[config.mk]
export PLATFORM = sky130hd
export DESIGN_NAME = madd_ctrl
export DESIGN_NICKNAME = d
export VERILOG_FILES = /design/src/rtl/madd_pkg.sv /design/src/rtl/madd_half_add.sv /design/src/rtl/madd_seq.sv /design/src/rtl/madd_datapath.sv /design/src/rtl/madd_ctrl.sv
export SDC_FILE = /design/constraint.sdc
export NUM_CORES = 1
export LEC_CHECK = 0
export ABC_AREA = 0
export BUFFER_PORTS_ARGS = -buffer_cell sky130_fd_sc_hd__clkbuf_2
export CORE_ASPECT_RATIO = 1.75
export CORE_MARGIN = 4
export CORE_UTILIZATION = 35
export CTS_BUF_LIST = sky130_fd_sc_hd__clkbuf_16
export DETAILED_ROUTE_END_ITERATION = 8
export PLACE_DENSITY = 0.6
export REMOVE_ABC_BUFFERS = 1
export SETUP_SLACK_MARGIN = 0.1
export SYNTH_ARGS = -nofsm -noshare
export SYNTH_HDL_FRONTEND = slang
export SYNTH_SLANG_ARGS = --single-unit
[constraint.sdc]
create_clock -name clk -period 18.6 [get_ports clk]
set_clock_uncertainty 0.15 [all_clocks]
set_input_delay 3.72 -clock clk [delete_from_list [all_inputs] [get_ports clk]]
set_output_delay 3.72 -clock clk [all_outputs]
set_load 0.05 [all_outputs]
[src/rtl/madd_pkg.sv]
package madd_pkg;

   typedef enum logic [2:0] {
      ST_IDLE = 3'd0,
      ST_RDA  = 3'd1,
      ST_RDB  = 3'd2,
      ST_LO   = 3'd3,
      ST_HI   = 3'd4,
      ST_WR   = 3'd5,
      ST_END  = 3'd6
   } madd_state_e;

endpackage

[src/rtl/madd_half_add.sv]
module madd_half_add #(
   parameter int W      = 32,
   parameter bit RIPPLE = 1'b1
) (
   input  logic [W-1:0] a,
   input  logic [W-1:0] b,
   input  logic         ci,
   output logic [W-1:0] s,
   output logic         co
);

   if (W < 1) begin : g_bad_width
      $error("madd_half_add: W must be at least 1");
   end

   if (RIPPLE) begin : g_ripple
      logic [W:0] c;
      assign c[0] = ci;
      for (genvar i = 0; i < W; i++) begin : g_bit
         assign s[i]   = a[i] ^ b[i] ^ c[i];
         assign c[i+1] = (a[i] & b[i]) | (c[i] & (a[i] ^ b[i]));
      end
      assign co = c[W];
   end else begin : g_infer
      logic [W:0] wide;
      assign wide = {1'b0, a} + {1'b0, b} + {{W{1'b0}}, ci};
      assign s    = wide[W-1:0];
      assign co   = wide[W];
   end

endmodule

[src/rtl/madd_seq.sv]
module madd_seq
   import madd_pkg::*;
#(
   parameter int AW = 10
) (
   input  logic          clk,
   input  logic          rst_n,
   input  logic          start,
   input  logic [AW-1:0] rd_base,
   input  logic [AW-1:0] wr_base,
   input  logic [AW-1:0] wr_end,
   output madd_state_e   state,
   output logic          done,
   output logic          mem_en,
   output logic          mem_rw_n,
   output logic [AW-1:0] mem_addr
);

   localparam logic [AW-1:0] ONE = AW'(1);
   localparam logic [AW-1:0] TWO = AW'(2);

   if (AW < 2) begin : g_bad_aw
      $error("madd_seq: AW must be at least 2");
   end

   madd_state_e   state_q;
   logic [AW-1:0] rd_ptr;
   logic [AW-1:0] wr_ptr;
   logic [AW-1:0] wr_next;

   assign wr_next = wr_ptr + ONE;

   always_ff @(posedge clk or negedge rst_n) begin
      if (!rst_n) begin
         state_q <= ST_IDLE;
         rd_ptr  <= '0;
         wr_ptr  <= '0;
      end else begin
         unique case (state_q)
            ST_IDLE, ST_END: begin
               if (start) begin
                  rd_ptr  <= rd_base;
                  wr_ptr  <= wr_base;
                  state_q <= (wr_base == wr_end) ? ST_END : ST_RDA;
               end
            end
            ST_RDA: state_q <= ST_RDB;
            ST_RDB: state_q <= ST_LO;
            ST_LO:  state_q <= ST_HI;
            ST_HI:  state_q <= ST_WR;
            ST_WR: begin
               rd_ptr  <= rd_ptr + TWO;
               wr_ptr  <= wr_next;
               state_q <= (wr_next == wr_end) ? ST_END : ST_RDA;
            end
            default: state_q <= ST_IDLE;
         endcase
      end
   end

   always_comb begin
      mem_en   = 1'b0;
      mem_rw_n = 1'b1;
      mem_addr = rd_ptr;
      unique case (state_q)
         ST_RDA: mem_en = 1'b1;
         ST_RDB: begin
            mem_en   = 1'b1;
            mem_addr = rd_ptr + ONE;
         end
         ST_WR: begin
            mem_en   = 1'b1;
            mem_rw_n = 1'b0;
            mem_addr = wr_ptr;
         end
         default: ;
      endcase
   end

   assign state = state_q;
   assign done  = (state_q == ST_END);

   assert_quiet_when_idle_R1: assert property (@(posedge clk) disable iff (!rst_n)
      (state_q == ST_IDLE || state_q == ST_END) |-> !mem_en);

   assert_pair_addr_R3: assert property (@(posedge clk) disable iff (!rst_n)
      (state_q == ST_RDA) |=> (mem_en && mem_rw_n && mem_addr == $past(mem_addr) + ONE));

   assert_write_stride_R7: assert property (@(posedge clk) disable iff (!rst_n)
      (state_q == ST_WR) |=> (wr_ptr == $past(wr_ptr) + ONE && rd_ptr == $past(rd_ptr) + TWO));

   assert_done_hold_R9: assert property (@(posedge clk) disable iff (!rst_n)
      (done && !start) |=> done);

endmodule

[src/rtl/madd_datapath.sv]
module madd_datapath
   import madd_pkg::*;
#(
   parameter int HW     = 32,
   parameter bit RIPPLE = 1'b1
) (
   input  logic            clk,
   input  logic            rst_n,
   input  madd_state_e     state,
   input  logic [2*HW-1:0] mem_rdata,
   output logic [2*HW-1:0] mem_wdata
);

   localparam int DW = 2 * HW;

   logic [DW-1:0] opa_q;
   logic [DW-1:0] opb_q;
   logic [HW-1:0] sum_lo_q;
   logic [HW-1:0] sum_hi_q;
   logic          carry_q;

   logic [HW-1:0] add_a;
   logic [HW-1:0] add_b;
   logic          add_ci;
   logic [HW-1:0] add_s;
   logic          add_co;

   always_comb begin
      add_a  = opa_q[HW-1:0];
      add_b  = mem_rdata[HW-1:0];
      add_ci = 1'b0;
      if (state == ST_HI) begin
         add_a  = opa_q[DW-1:HW];
         add_b  = opb_q[DW-1:HW];
         add_ci = carry_q;
      end
   end

   madd_half_add #(.W(HW), .RIPPLE(RIPPLE)) u_add (
      .a  (add_a),
      .b  (add_b),
      .ci (add_ci),
      .s  (add_s),
      .co (add_co)
   );

   always_ff @(posedge clk or negedge rst_n) begin
      if (!rst_n) begin
         opa_q    <= '0;
         opb_q    <= '0;
         sum_lo_q <= '0;
         sum_hi_q <= '0;
         carry_q  <= 1'b0;
      end else begin
         unique case (state)
            ST_RDB: opa_q <= mem_rdata;
            ST_LO: begin
               opb_q    <= mem_rdata;
               sum_lo_q <= add_s;
               carry_q  <= add_co;
            end
            ST_HI: sum_hi_q <= add_s;
            default: ;
         endcase
      end
   end

   assign mem_wdata = {sum_hi_q, sum_lo_q};

   logic [HW:0] ref_lo;
   assign ref_lo = {1'b0, opa_q[HW-1:0]} + {1'b0, opb_q[HW-1:0]};

   assert_carry_handoff_R4: assert property (@(posedge clk) disable iff (!rst_n)
      (state == ST_HI) |-> (carry_q == ref_lo[HW] && sum_lo_q == ref_lo[HW-1:0]));

   assert_write_word_R4: assert property (@(posedge clk) disable iff (!rst_n)
      (state == ST_WR) |-> (mem_wdata == opa_q + opb_q));

endmodule

[src/rtl/madd_ctrl.sv]
module madd_ctrl #(
   parameter int AW     = 10,
   parameter int HW     = 32,
   parameter bit RIPPLE = 1'b1
) (
   input  logic            clk,
   input  logic            rst_n,
   input  logic            start,
   input  logic [AW-1:0]   rd_base,
   input  logic [AW-1:0]   wr_base,
   input  logic [AW-1:0]   wr_end,
   output logic            done,
   output logic            mem_en,
   output logic            mem_rw_n,
   output logic [AW-1:0]   mem_addr,
   output logic [2*HW-1:0] mem_wdata,
   input  logic [2*HW-1:0] mem_rdata
);

   if (HW < 1) begin : g_bad_hw
      $error("madd_ctrl: HW must be at least 1");
   end

   madd_pkg::madd_state_e state;

   madd_seq #(.AW(AW)) u_seq (
      .clk      (clk),
      .rst_n    (rst_n),
      .start    (start),
      .rd_base  (rd_base),
      .wr_base  (wr_base),
      .wr_end   (wr_end),
      .state    (state),
      .done     (done),
      .mem_en   (mem_en),
      .mem_rw_n (mem_rw_n),
      .mem_addr (mem_addr)
   );

   madd_datapath #(.HW(HW), .RIPPLE(RIPPLE)) u_dp (
      .clk       (clk),
      .rst_n     (rst_n),
      .state     (state),
      .mem_rdata (mem_rdata),
      .mem_wdata (mem_wdata)
   );

   assert_no_access_in_reset_R1: assert property (@(posedge clk)
      !rst_n |-> (!mem_en && !done));

endmodule

==> impl_metrics.py <==
metrics = {
    "synthesis": {
        "yosysSeqAreaShare_pct": 50.1,
        "yosysWarnings": 0,
        "synth-xor-area-share_pct": 2.19,
        "syn-instance-count": 926,
        "synth_top_family_by_area": "simple AND/OR/NAND/NOR gates",
        "yosysUniqueCellTypes": 49,
        "synth_adder_area_share_pct": 7.37,
        "synth_compound_area_share_pct": 8.61,
        "syn_area_sq_um": 9200,
        "yosys-mux-area-fraction_pct": 10.9,
        "synthSimpleGateAreaFrac_pct": 17.6,
        "synthArstFlopShare_pct": 100,
        "ys_ff_latch": 184,
        "synth_flop_cell": "dfrtp_1",
        "synth_edf_count": 0,
        "syn_avg_cell_area_sq_um": 9.93,
    },
    "timing": {
        "fin_crit_sh_pct": 91.5,
        "finalSetupViolCount": 0,
        "maxSlewHeadroom_pct": 30.7,
        "rsz0062_at_grt": "false",
        "min_period_ns": 17.02,
        "clock.fmax_mhz": 58.7,
        "finalHoldViolCount": 0,
        "tightest_slew_ns": 1.04,
        "drv_slew": 0,
        "setup_tns_ns": 0,
    },
    "setup_path": {
        "cpMostUsedCell": "fa_1",
        "crit_arrival_ns": 17.20,
        "cp-end-kind": "register",
        "crit_path_top_delay_cell": "fa_1",
        "crit_start": "mem_rdata[0]",
        "timing.setup.critical_path_class": "in -> reg",
        "r2r_setup_slack_ns": 3.40,
        "r2r-start": "u_seq.state[1]$_DFFE_PN0P_",
        "worstPathMaxFanout": 2,
        "reg2regPathDepth": 40,
        "critPathRequiredTime_ns": 18.77,
        "start_kind": "primary input",
        "r2r-end": "u_dp.sum_lo_q[31]$_DFFE_PN0P_",
        "slowest_delay_ns": 0.44,
    },
    "global_route": {
        "gr-usage-all-layers_pct": 17.0,
        "grt_overflow_total": 0,
        "grt_max_degree": 127,
        "grt_first_pass_wirelength_um": 38100,
        "antenna_found_initial": 3,
        "grt_pass1_vias": 7129,
    },
    "clocking": {
        "clock_latency_ns": 0.44,
        "clockBufferDepth": 2,
        "cts-root-buf": "clkbuf_16",
        "cts_setup_buffers": 0,
        "cts_buffers": 17,
        "clkSlewWorstSetupHoldPaths_ns": 0.06,
        "cts_tree": "done",
        "clock-sinks": 184,
        "cts_hold_buf": 0,
        "cts_resized": 0,
        "htree_num_levels": 4,
    },
    "finish": {
        "syn_to_final_growth_pct": 17.9,
        "design_area_sq_um": 10800,
        "drive_above_1_share_pct": 24.2,
        "num-nets-final": 1201,
        "final_util_pct": 41.8,
    },
    "die": {
        "start_util_pct": 35.4,
        "dieHeight_um": 222,
        "fp.dieW_um": 131,
        "die_area_sq_um": 29000,
        "rows": 78,
        "boundaryPins": 174,
        "coreArea_sq_um": 26000,
    },
    "hold_path": {
        "min_from": "u_dp.opa_q[9]$_DFFE_PN0P_",
        "hold-path-endpoint": "u_dp.opa_q[9]$_DFFE_PN0P_",
        "hp-class": "reg -> reg",
        "hold-path-cell-count": 2,
    },
    "place": {
        "numPortBuffers": 173,
        "gp_congestion": 0.861,
        "hpwl_um": 16800,
        "postPlaceCellArea_sq_um": 10300,
    },
    "detailed_routing": {
        "drc": 0,
        "drt-initial-drc-count": 296,
        "postRouteAntennaNets": 0,
        "wl_um": 23600,
        "viasPerCell": 4.98,
        "firstDrtPassIters": 5,
        "routedWlPerCell_um": 16.8,
        "vias": 6984,
    },
    "pwr": {
        "p_total_mw": 2.28,
        "power_density_nw_per_um2": 210,
        "ir_drop_v": 0.0000968,
        "p_leak_nw": 5.10,
    },
    "job": {
        "maxCapViolCount": 0,
    },
    "run_status": {
        "status": "finished clean",
    },
}
-- per-stage QoR --
stage	hold slack (ns)	worst slack (ns)	instances
floorplan	0.295	0.800	870
global placement	0.306	1.08	1370
detailed placement	0.311	1.03	1370
CTS	0.328	1.49	1402
global route	0.340	1.22	1403
finish	0.319	1.58	1403
-- cell families after synthesis --
| family | after synthesis |
|---|---|
| muxes | 96 |
| AOI/OAI and AO/OA | 132 |
| buffers and inverters | 67 |
| DFF | 184 |
| adders and majority gates | 35 |
| xor gates and xnor gates | 23 |
| and+or+nand+nor | 389 |
-- worst max-delay path: cells and delay by family --
kind,cells,cell delay [ns]
buffers and inverters,4,0.34
multiplexers,2,0.35
adder cells (fa/ha/maj),32,12.78
-- layout by cell type, fill, tap and decap left out, drive strengths merged, types with 9 or more instances in the layout --
cell and n:
clkbuf 190, o21ai 81, inv 13, nand3 19
nor3 9, xor2 10, nor2 22, dfrtp 184
xnor2 13, a21oi 14, a221o 10, fa 32
mux2 35, nand2 313, clkinv 10, mux2i 61
-- flip-flops by register name, indices dropped and copies added (netlist names) --
register	cells
u_dp.sum_lo_q	32
u_seq.wr_ptr	10
u_dp.opa_q	64
u_seq.rd_ptr	10
u_seq.state	3
u_dp.carry_q	1
u_dp.opb_q	32
u_dp.sum_hi_q	32
-- cell usage after synthesis, types with 11 or more instances --
| cell type | count | area share (%) |
|---|---|---|
| a21oi_1 | 14 | 0.76 |
| clkbuf_1 | 35 | 1.4 |
| dfrtp_1 | 184 | 50 |
| fa_1 | 32 | 7.0 |
| inv_1 | 11 | 0.45 |
| mux2_2 | 35 | 4.3 |
| mux2i_1 | 61 | 6.6 |
| nand2_1 | 313 | 13 |
| nand3_1 | 17 | 0.92 |
| nor2_1 | 21 | 0.86 |
| o21ai_0 | 81 | 4.4 |
| xnor2_1 | 13 | 1.2 |
-- cell type report --
cell class	count	area (sq um)
flip-flops and latches	184	4600
clock inverters	15	113
repair buffers	180	927
clock buffers	17	425
inverters	11	41.3
diodes	1	2.50
multi-input cells	675	4330
fillers	2582	15100
well taps	320	400
-- per-layer routing --
| layer | track usage (%) | part of all wire (%) |
|---|---|---|
| met5 | 0 | 0.089 |
| met1 | 18.8 | 38 |
| met3 | 3.87 | 4.4 |
| met4 | 6.54 | 2.8 |
| met2 | 30.8 | 55 |
-- power breakdown --
| group | total, mW | internal, mW | switching (mW) | leakage (nW) |
|---|---|---|---|---|
| clock network | 0.338 | 0.182 | 0.156 | 0.269 |
| registers | 0.746 | 0.604 | 0.142 | 2.23 |
| logic | 1.19 | 0.386 | 0.808 | 2.60 |
-- worst max path at each step --
stage,to,slack [ns]
2_1_floorplan,u_dp.sum_lo_q[31]$_DFFE_PN0P_,0.80
3_3_place_gp,u_dp.sum_lo_q[31]$_DFFE_PN0P_,1.08
3_5_place_dp,u_dp.sum_lo_q[31]$_DFFE_PN0P_,1.03
4_1_cts,u_dp.sum_lo_q[31]$_DFFE_PN0P_,1.49
5_1_grt,u_dp.sum_lo_q[31]$_DFFE_PN0P_,1.22
6_report,u_dp.sum_lo_q[31]$_DFFE_PN0P_,1.58
(Power assumes the default switching activity.)
